<file path="src/rtl/regCachePkg.sv">
package regCachePkg;
  typedef struct packed {
    logic flushAll;
    logic wrEn;
    logic invEn;
    logic fillA;
    logic fillB;
    logic capture;
  } cacheCtl_t;
endpackage

</file>
<file path="src/rtl/regCacheCtrl.sv">
module regCacheCtrl
  import regCachePkg::*;
#(
  parameter int IDX_W = 5
) (
  input  logic             clk,
  input  logic             rstN,
  input  logic             instValidIn,
  input  logic             instSrcAUseIn,
  input  logic             instSrcBUseIn,
  input  logic [IDX_W-1:0] instSrcAIn,
  input  logic [IDX_W-1:0] instSrcBIn,
  input  logic             instDestEnIn,
  input  logic             resValidIn,
  input  logic             flushIn,
  input  logic             hitA,
  input  logic             hitB,
  output cacheCtl_t        ctl,
  output logic             reqAValidOut,
  output logic [IDX_W-1:0] reqARegOut,
  output logic             reqBValidOut,
  output logic [IDX_W-1:0] reqBRegOut
);
  logic needA, needB;

  always_comb begin
    ctl          = '0;
    ctl.flushAll = flushIn;
    ctl.wrEn     = resValidIn && !flushIn;
    ctl.invEn    = instValidIn && instDestEnIn;
    ctl.capture  = instValidIn;
    ctl.fillA    = instValidIn && instSrcAUseIn && hitA && !flushIn;
    ctl.fillB    = instValidIn && instSrcBUseIn && hitB && !flushIn;
    needA        = instValidIn && instSrcAUseIn && !ctl.fillA;
    needB        = instValidIn && instSrcBUseIn && !ctl.fillB;
  end

  always_ff @(posedge clk or negedge rstN) begin
    if (!rstN) begin
      reqAValidOut <= 1'b0;
      reqBValidOut <= 1'b0;
      reqARegOut   <= '0;
      reqBRegOut   <= '0;
    end else begin
      reqAValidOut <= needA;
      reqBValidOut <= needB;
      reqARegOut   <= needA ? instSrcAIn : '0;
      reqBRegOut   <= needB ? instSrcBIn : '0;
    end
  end
endmodule

</file>
<file path="src/rtl/regCacheData.sv">
module regCacheData
  import regCachePkg::*;
#(
  parameter int NUM_REGS = 32,
  parameter int DATA_W   = 32,
  parameter int IDX_W    = 5
) (
  input  logic              clk,
  input  logic              rstN,
  input  cacheCtl_t         ctl,
  input  logic [IDX_W-1:0]  wrIdx,
  input  logic [DATA_W-1:0] wrData,
  input  logic [IDX_W-1:0]  instSrcAIn,
  input  logic              instSrcAUseIn,
  input  logic [IDX_W-1:0]  instSrcBIn,
  input  logic              instSrcBUseIn,
  input  logic [IDX_W-1:0]  instDestIn,
  input  logic              instDestEnIn,
  output logic              hitA,
  output logic              hitB,
  output logic              instValidOut,
  output logic [IDX_W-1:0]  instSrcAOut,
  output logic              instSrcAUseOut,
  output logic [IDX_W-1:0]  instSrcBOut,
  output logic              instSrcBUseOut,
  output logic [IDX_W-1:0]  instDestOut,
  output logic              instDestEnOut,
  output logic              srcAFullOut,
  output logic [DATA_W-1:0] srcAValOut,
  output logic              srcBFullOut,
  output logic [DATA_W-1:0] srcBValOut
);
  logic [NUM_REGS-1:0] validQ;
  logic [DATA_W-1:0]   store [NUM_REGS];

  for (genvar e = 0; e < NUM_REGS; e++) begin : gEntry
    always_ff @(posedge clk or negedge rstN) begin
      if (!rstN)                                        validQ[e] <= 1'b0;
      else if (ctl.flushAll)                            validQ[e] <= 1'b0;
      else if (ctl.invEn && instDestIn == IDX_W'(e))    validQ[e] <= 1'b0;
      else if (ctl.wrEn && wrIdx == IDX_W'(e))          validQ[e] <= 1'b1;
    end
  end

  always_ff @(posedge clk) begin
    if (ctl.wrEn) store[wrIdx] <= wrData;
  end

  assign hitA = validQ[instSrcAIn];
  assign hitB = validQ[instSrcBIn];

  always_ff @(posedge clk or negedge rstN) begin
    if (!rstN) begin
      instValidOut   <= 1'b0;
      instSrcAOut    <= '0;
      instSrcAUseOut <= 1'b0;
      instSrcBOut    <= '0;
      instSrcBUseOut <= 1'b0;
      instDestOut    <= '0;
      instDestEnOut  <= 1'b0;
      srcAFullOut    <= 1'b0;
      srcAValOut     <= '0;
      srcBFullOut    <= 1'b0;
      srcBValOut     <= '0;
    end else if (ctl.capture) begin
      instValidOut   <= 1'b1;
      instSrcAOut    <= instSrcAIn;
      instSrcAUseOut <= instSrcAUseIn;
      instSrcBOut    <= instSrcBIn;
      instSrcBUseOut <= instSrcBUseIn;
      instDestOut    <= instDestIn;
      instDestEnOut  <= instDestEnIn;
      srcAFullOut    <= ctl.fillA;
      srcAValOut     <= ctl.fillA ? store[instSrcAIn] : '0;
      srcBFullOut    <= ctl.fillB;
      srcBValOut     <= ctl.fillB ? store[instSrcBIn] : '0;
    end else begin
      instValidOut   <= 1'b0;
      instSrcAOut    <= '0;
      instSrcAUseOut <= 1'b0;
      instSrcBOut    <= '0;
      instSrcBUseOut <= 1'b0;
      instDestOut    <= '0;
      instDestEnOut  <= 1'b0;
      srcAFullOut    <= 1'b0;
      srcAValOut     <= '0;
      srcBFullOut    <= 1'b0;
      srcBValOut     <= '0;
    end
  end
endmodule

</file>
<file path="src/rtl/regCacheStage.sv">
module regCacheStage
  import regCachePkg::*;
#(
  parameter int NUM_REGS = 32,
  parameter int DATA_W   = 32,
  localparam int IDX_W   = $clog2(NUM_REGS)
) (
  input  logic              clk,
  input  logic              rstN,
  input  logic              instValidIn,
  input  logic [IDX_W-1:0]  instSrcAIn,
  input  logic              instSrcAUseIn,
  input  logic [IDX_W-1:0]  instSrcBIn,
  input  logic              instSrcBUseIn,
  input  logic [IDX_W-1:0]  instDestIn,
  input  logic              instDestEnIn,
  input  logic              resValidIn,
  input  logic [IDX_W-1:0]  resRegIn,
  input  logic [DATA_W-1:0] resDataIn,
  input  logic              flushIn,
  output logic              instValidOut,
  output logic [IDX_W-1:0]  instSrcAOut,
  output logic              instSrcAUseOut,
  output logic [IDX_W-1:0]  instSrcBOut,
  output logic              instSrcBUseOut,
  output logic [IDX_W-1:0]  instDestOut,
  output logic              instDestEnOut,
  output logic              srcAFullOut,
  output logic [DATA_W-1:0] srcAValOut,
  output logic              srcBFullOut,
  output logic [DATA_W-1:0] srcBValOut,
  output logic              reqAValidOut,
  output logic [IDX_W-1:0]  reqARegOut,
  output logic              reqBValidOut,
  output logic [IDX_W-1:0]  reqBRegOut
);
  cacheCtl_t ctl;
  logic      hitA, hitB;

  regCacheCtrl #(.IDX_W(IDX_W)) i_ctrl (
    .clk(clk), .rstN(rstN),
    .instValidIn(instValidIn), .instSrcAUseIn(instSrcAUseIn), .instSrcBUseIn(instSrcBUseIn),
    .instSrcAIn(instSrcAIn), .instSrcBIn(instSrcBIn), .instDestEnIn(instDestEnIn),
    .resValidIn(resValidIn), .flushIn(flushIn), .hitA(hitA), .hitB(hitB), .ctl(ctl),
    .reqAValidOut(reqAValidOut), .reqARegOut(reqARegOut),
    .reqBValidOut(reqBValidOut), .reqBRegOut(reqBRegOut)
  );

  regCacheData #(.NUM_REGS(NUM_REGS), .DATA_W(DATA_W), .IDX_W(IDX_W)) i_data (
    .clk(clk), .rstN(rstN), .ctl(ctl), .wrIdx(resRegIn), .wrData(resDataIn),
    .instSrcAIn(instSrcAIn), .instSrcAUseIn(instSrcAUseIn),
    .instSrcBIn(instSrcBIn), .instSrcBUseIn(instSrcBUseIn),
    .instDestIn(instDestIn), .instDestEnIn(instDestEnIn),
    .hitA(hitA), .hitB(hitB),
    .instValidOut(instValidOut), .instSrcAOut(instSrcAOut), .instSrcAUseOut(instSrcAUseOut),
    .instSrcBOut(instSrcBOut), .instSrcBUseOut(instSrcBUseOut),
    .instDestOut(instDestOut), .instDestEnOut(instDestEnOut),
    .srcAFullOut(srcAFullOut), .srcAValOut(srcAValOut),
    .srcBFullOut(srcBFullOut), .srcBValOut(srcBValOut)
  );
endmodule

</file>
<file path="config.mk">
export PLATFORM = sky130hd
export DESIGN_NAME = regCacheStage
export DESIGN_NICKNAME = d
export VERILOG_FILES = /design/src/rtl/regCachePkg.sv /design/src/rtl/regCacheCtrl.sv /design/src/rtl/regCacheData.sv /design/src/rtl/regCacheStage.sv
export SDC_FILE = /design/constraint.sdc
export NUM_CORES = 2
export LEC_CHECK = 0
export BUFFER_PORTS_ARGS = -buffer_cell sky130_fd_sc_hd__buf_2
export CORE_MARGIN = 1
export CORE_UTILIZATION = 56
export CTS_CLUSTER_DIAMETER = 200
export CTS_CLUSTER_SIZE = 8
export DETAILED_ROUTE_END_ITERATION = 8
export PLACE_DENSITY = 0.76
export REMOVE_ABC_BUFFERS = 1
export SLEW_MARGIN = 15
export SYNTH_ARGS = -nofsm -noshare
export SYNTH_HDL_FRONTEND = slang
export SYNTH_SLANG_ARGS = --single-unit
export TNS_END_PERCENT = 1
</file>
<file path="constraint.sdc">
create_clock -name clk -period 1.8 [get_ports clk]
set_clock_uncertainty 0.1 [all_clocks]
set_input_delay 0.36 -clock clk [delete_from_list [all_inputs] [get_ports clk]]
set_output_delay 0.36 -clock clk [all_outputs]
set_load 0.02 [all_outputs]
</file>
==> run_results.csv <==
group,metric,value,unit
run_status,status,"complete, but fails checks",
run_status,violations,"setup timing",
clocking,cts_buffer_depth,3,
timing,rsz0062_at_grt,"true",
detailed_routing,avgViaCountPerCell,7.41,
critical_path,cp-start-kind,"register",
detailed_routing,drc,0,
critical_path,rrSetupSlack,-0.49,ns
detailed_routing,firstDrtPassIters,6,
logic_synthesis,synth_sequential_area_ratio,64.9,%
logic_synthesis,yosysWarnings,0,
logic_synthesis,synth_top_area_share,58.8,%
power_and_ir_drop,power_leakage,22.3,nW
detailed_routing,dr.first_iter.drc_count,5863,
power_and_ir_drop,power,63.5,mW
timing,setup_viol,93,
run,drv_cap,0,
critical_path,r2r_cells,7,
global_routing,grt_pass1_wl,249,mm
layout,final_core_util,69.9,%
global_routing,grt_start_max_net_pins,44,
critical_path,worst_ep_required_time,2.34,ns
logic_synthesis,async_reset_ff_share,11.2,%
die,start_util,56.8,%
critical_path,crit_fanout,7,
timing,hold_violations,0,
die,fp.dieArea,94700,um^2
die,rows,111,
global_routing,grt_antenna_before_repair,3,
logic_synthesis,synthTopCellsByArea,"edfxtp_1 59%, mux4_2 23%, dfrtp_1 6.2%",
clocking,cts-root-buf,"clkbuf_16",
logic_synthesis,synth_seq_cells,1153,
die,io_pins,157,
critical_path,critical_path_class,"reg2reg",
die,core,92100,um^2
layout,drive_above_1_share,41.2,%
worst_hold_path,min_from,"resDataIn[2]",
layout,syn2layout_area_growth,23.1,%
detailed_routing,vias,34352,
worst_hold_path,hold-path-cell-count,1,
logic_synthesis,syn_inst,2677,
clocking,clock_latency,0.76,ns
timing,worst_pin_slew,1.32,ns
global_routing,gr-usage-all-layers,37.7,%
logic_synthesis,synth_top_flop_cell,"edfxtp_1",
die,die_h,308,um
global_routing,gr-total-overflow,0,
timing,fin_crit_sh,127,%
critical_path,end_kind,"register",
logic_synthesis,yosys.cell_types.count,42,
logic_synthesis,avgSynthCellArea,19.6,um^2
clocking,cts.sinks,1153,
logic_synthesis,synth_edf_count,1024,
critical_path,reg2reg_from,"i_data.validQ[12]",
place,post-dp-hpwl,105,mm
clocking,cts.htree.levels,4,
detailed_routing,routed_wl,175,mm
power_and_ir_drop,peakVddDrop,993,uV
clocking,clk_pin_slew,0.05,ns
layout,fin_nets,3312,
timing,fmax,437,MHz
clocking,cts_buffers,162,
timing,tns,-30.30,ns
place,gp_congestion,0.926,
detailed_routing,ant_nets,0,
place,io_buffers,156,
logic_synthesis,netlist_area,52300,um^2
timing,fin_crit,2.29,ns
critical_path,r2r-end,"i_data.srcAValOut[30]",
worst_hold_path,min_to,"i_data.store[19][2]",
clocking,tritoncts,"built",
power_and_ir_drop,p_per_area,985,nW/um^2
worst_hold_path,worstHoldPathType,"in2reg",
detailed_routing,wl_per_cell,37.7,um
critical_path,cp_data_arrival_time,2.82,ns
logic_synthesis,synth_area_leader_cell,"edfxtp_1",
timing,slew_violations,0,
global_routing,grt_pass1_vias,35550,
timing,setup_ws,-0.487,ns
timing,relSlewSlack,11.5,%
die,fp.dieW,308,um
[registers in the layout, summed over array words and instances (netlist names)]
register               flops
i_data.instSrcBUseOut      1
i_ctrl.reqAValidOut        1
i_data.srcAValOut         32
i_data.store            1024
i_ctrl.reqARegOut          5
i_data.validQ             32
i_data.instValidOut        1
i_data.instSrcBOut         5
i_data.srcBValOut         32
i_data.instDestOut         5
i_data.instSrcAOut         5
i_ctrl.reqBRegOut          5
i_data.srcAFullOut         1
i_ctrl.reqBValidOut        1
i_data.instDestEnOut       1
i_data.instSrcAUseOut      1
i_data.srcBFullOut         1
[per-layer routing]
metal | part of all wire [%] | GRT usage (%)
met1 | 31 | 47.3
met5 | 0.024 | 0
met3 | 15 | 10.2
met4 | 7.3 | 23.5
met2 | 47 | 58.7
[cell families (layout without fill, tap and decap cells)]
logic type	after synthesis	after routing	share of synthesized area (%)
flops	1153	1153	64.9
compound gates	298	298	4.13
buf+inv	226	934	2.49
simple gates	335	335	3.13
other cells	0	5	0
mux	665	665	25.3
[timing repair]
item | in CTS | in global routing
endpoints found under the hold margin | 811 | 0
cloned | 2 | 1
resized for setup | 66 | 31
pin swaps | 9 | 2
setup buffers | 1 | 2
hold buffers | 40 | 0
endpoints found under the setup margin | 110 | 106
[worst max path at each step]
stage                      start                    end  slack, ns  cells past startpoint
3_5_place_dp       instSrcBIn[1]  i_data.srcBValOut[10]      -0.74                      8
2_1_floorplan            flushIn    i_data.store[12][0]      -1.92                      3
3_3_place_gp       instSrcBIn[1]  i_data.srcBValOut[10]      -0.71                      8
4_1_cts        i_data.validQ[12]  i_data.srcAValOut[29]      -0.45                      7
6_report       i_data.validQ[12]  i_data.srcAValOut[30]      -0.49                      7
5_1_grt        i_data.validQ[10]  i_data.srcAValOut[30]      -0.46                      7
[layout make-up]
cell class	count	area, um^2
fillers	5355	27700
diodes	5	12.5
inverters	4	16.3
clock buffers	288	4610
flip-flops and latches	1153	34000
well taps	1243	1560
repair buffers	633	6530
clock inverters	9	155
multi-input cells	1298	17500
[synth_stat cells (2+ instances only)]
master	count
nand3b_1	7
nor2b_1	6
buf_6	11
clkbuf_1	96
and3_1	66
o221ai_1	64
nor3b_1	3
mux2i_1	137
a311oi_1	10
nand2_1	10
a211oi_1	85
nor2_1	192
mux4_2	526
o21a_1	4
buf_4	40
nand2b_1	7
nor3_1	11
edfxtp_1	1024
buf_12	3
buf_2	56
nand3_1	4
or3_1	2
and2_1	16
buf_8	4
dlymetal6s2s_1	2
o22ai_1	128
dfrtp_1	129
nor3b_2	8
a21oi_1	4
buf_1	7
inv_1	3
bufbuf_8	2
[layout by cell type (no fill, tap or decap), types with 10 or more instances in the layout]
cell type,count
o22ai_1,128
nor2_1,165
a211oi_1,85
dfrtp_1,124
and3_1,25
clkbuf_1,122
nor3_2,10
and2_1,16
o221ai_1,64
buf_4,282
mux2i_1,136
and3_4,41
buf_2,133
buf_6,23
buf_12,146
mux4_2,526
clkbuf_16,167
edfxtp_1,1024
nor2_4,24
dlygate4sd3_1,40
a311oi_1,10
[worst max-delay path: stages, from the launching register on]
cell and delay (ns):
dfrtp_1 0.40, buf_6 0.13, mux4_2 0.49, mux2i_1 0.20
mux2i_1 0.12, o211a_4 0.34, clkbuf_16 0.23, and3_4 0.16
[where the power goes]
group | switching, mW | internal [mW] | total, mW
registers | 0.113 | 29.4 | 29.5
clock network | 11.5 | 17.2 | 28.7
logic | 2.94 | 2.32 | 5.26
[through the flow]
stage                     instances  hold WS (ns)  cell area, um^2  setup WS [ns]
after floorplan                2455       -0.0356            51100          -1.92
after global placement         4285         0.219            58700         -0.708
after detailed placement       4285         0.224            58700         -0.741
after CTS                      4625      0.000967            64200         -0.448
after global routing           4628        0.0299            64400         -0.461
final                          4633        0.0225            64400         -0.487
(Power assumes the default switching activity.)
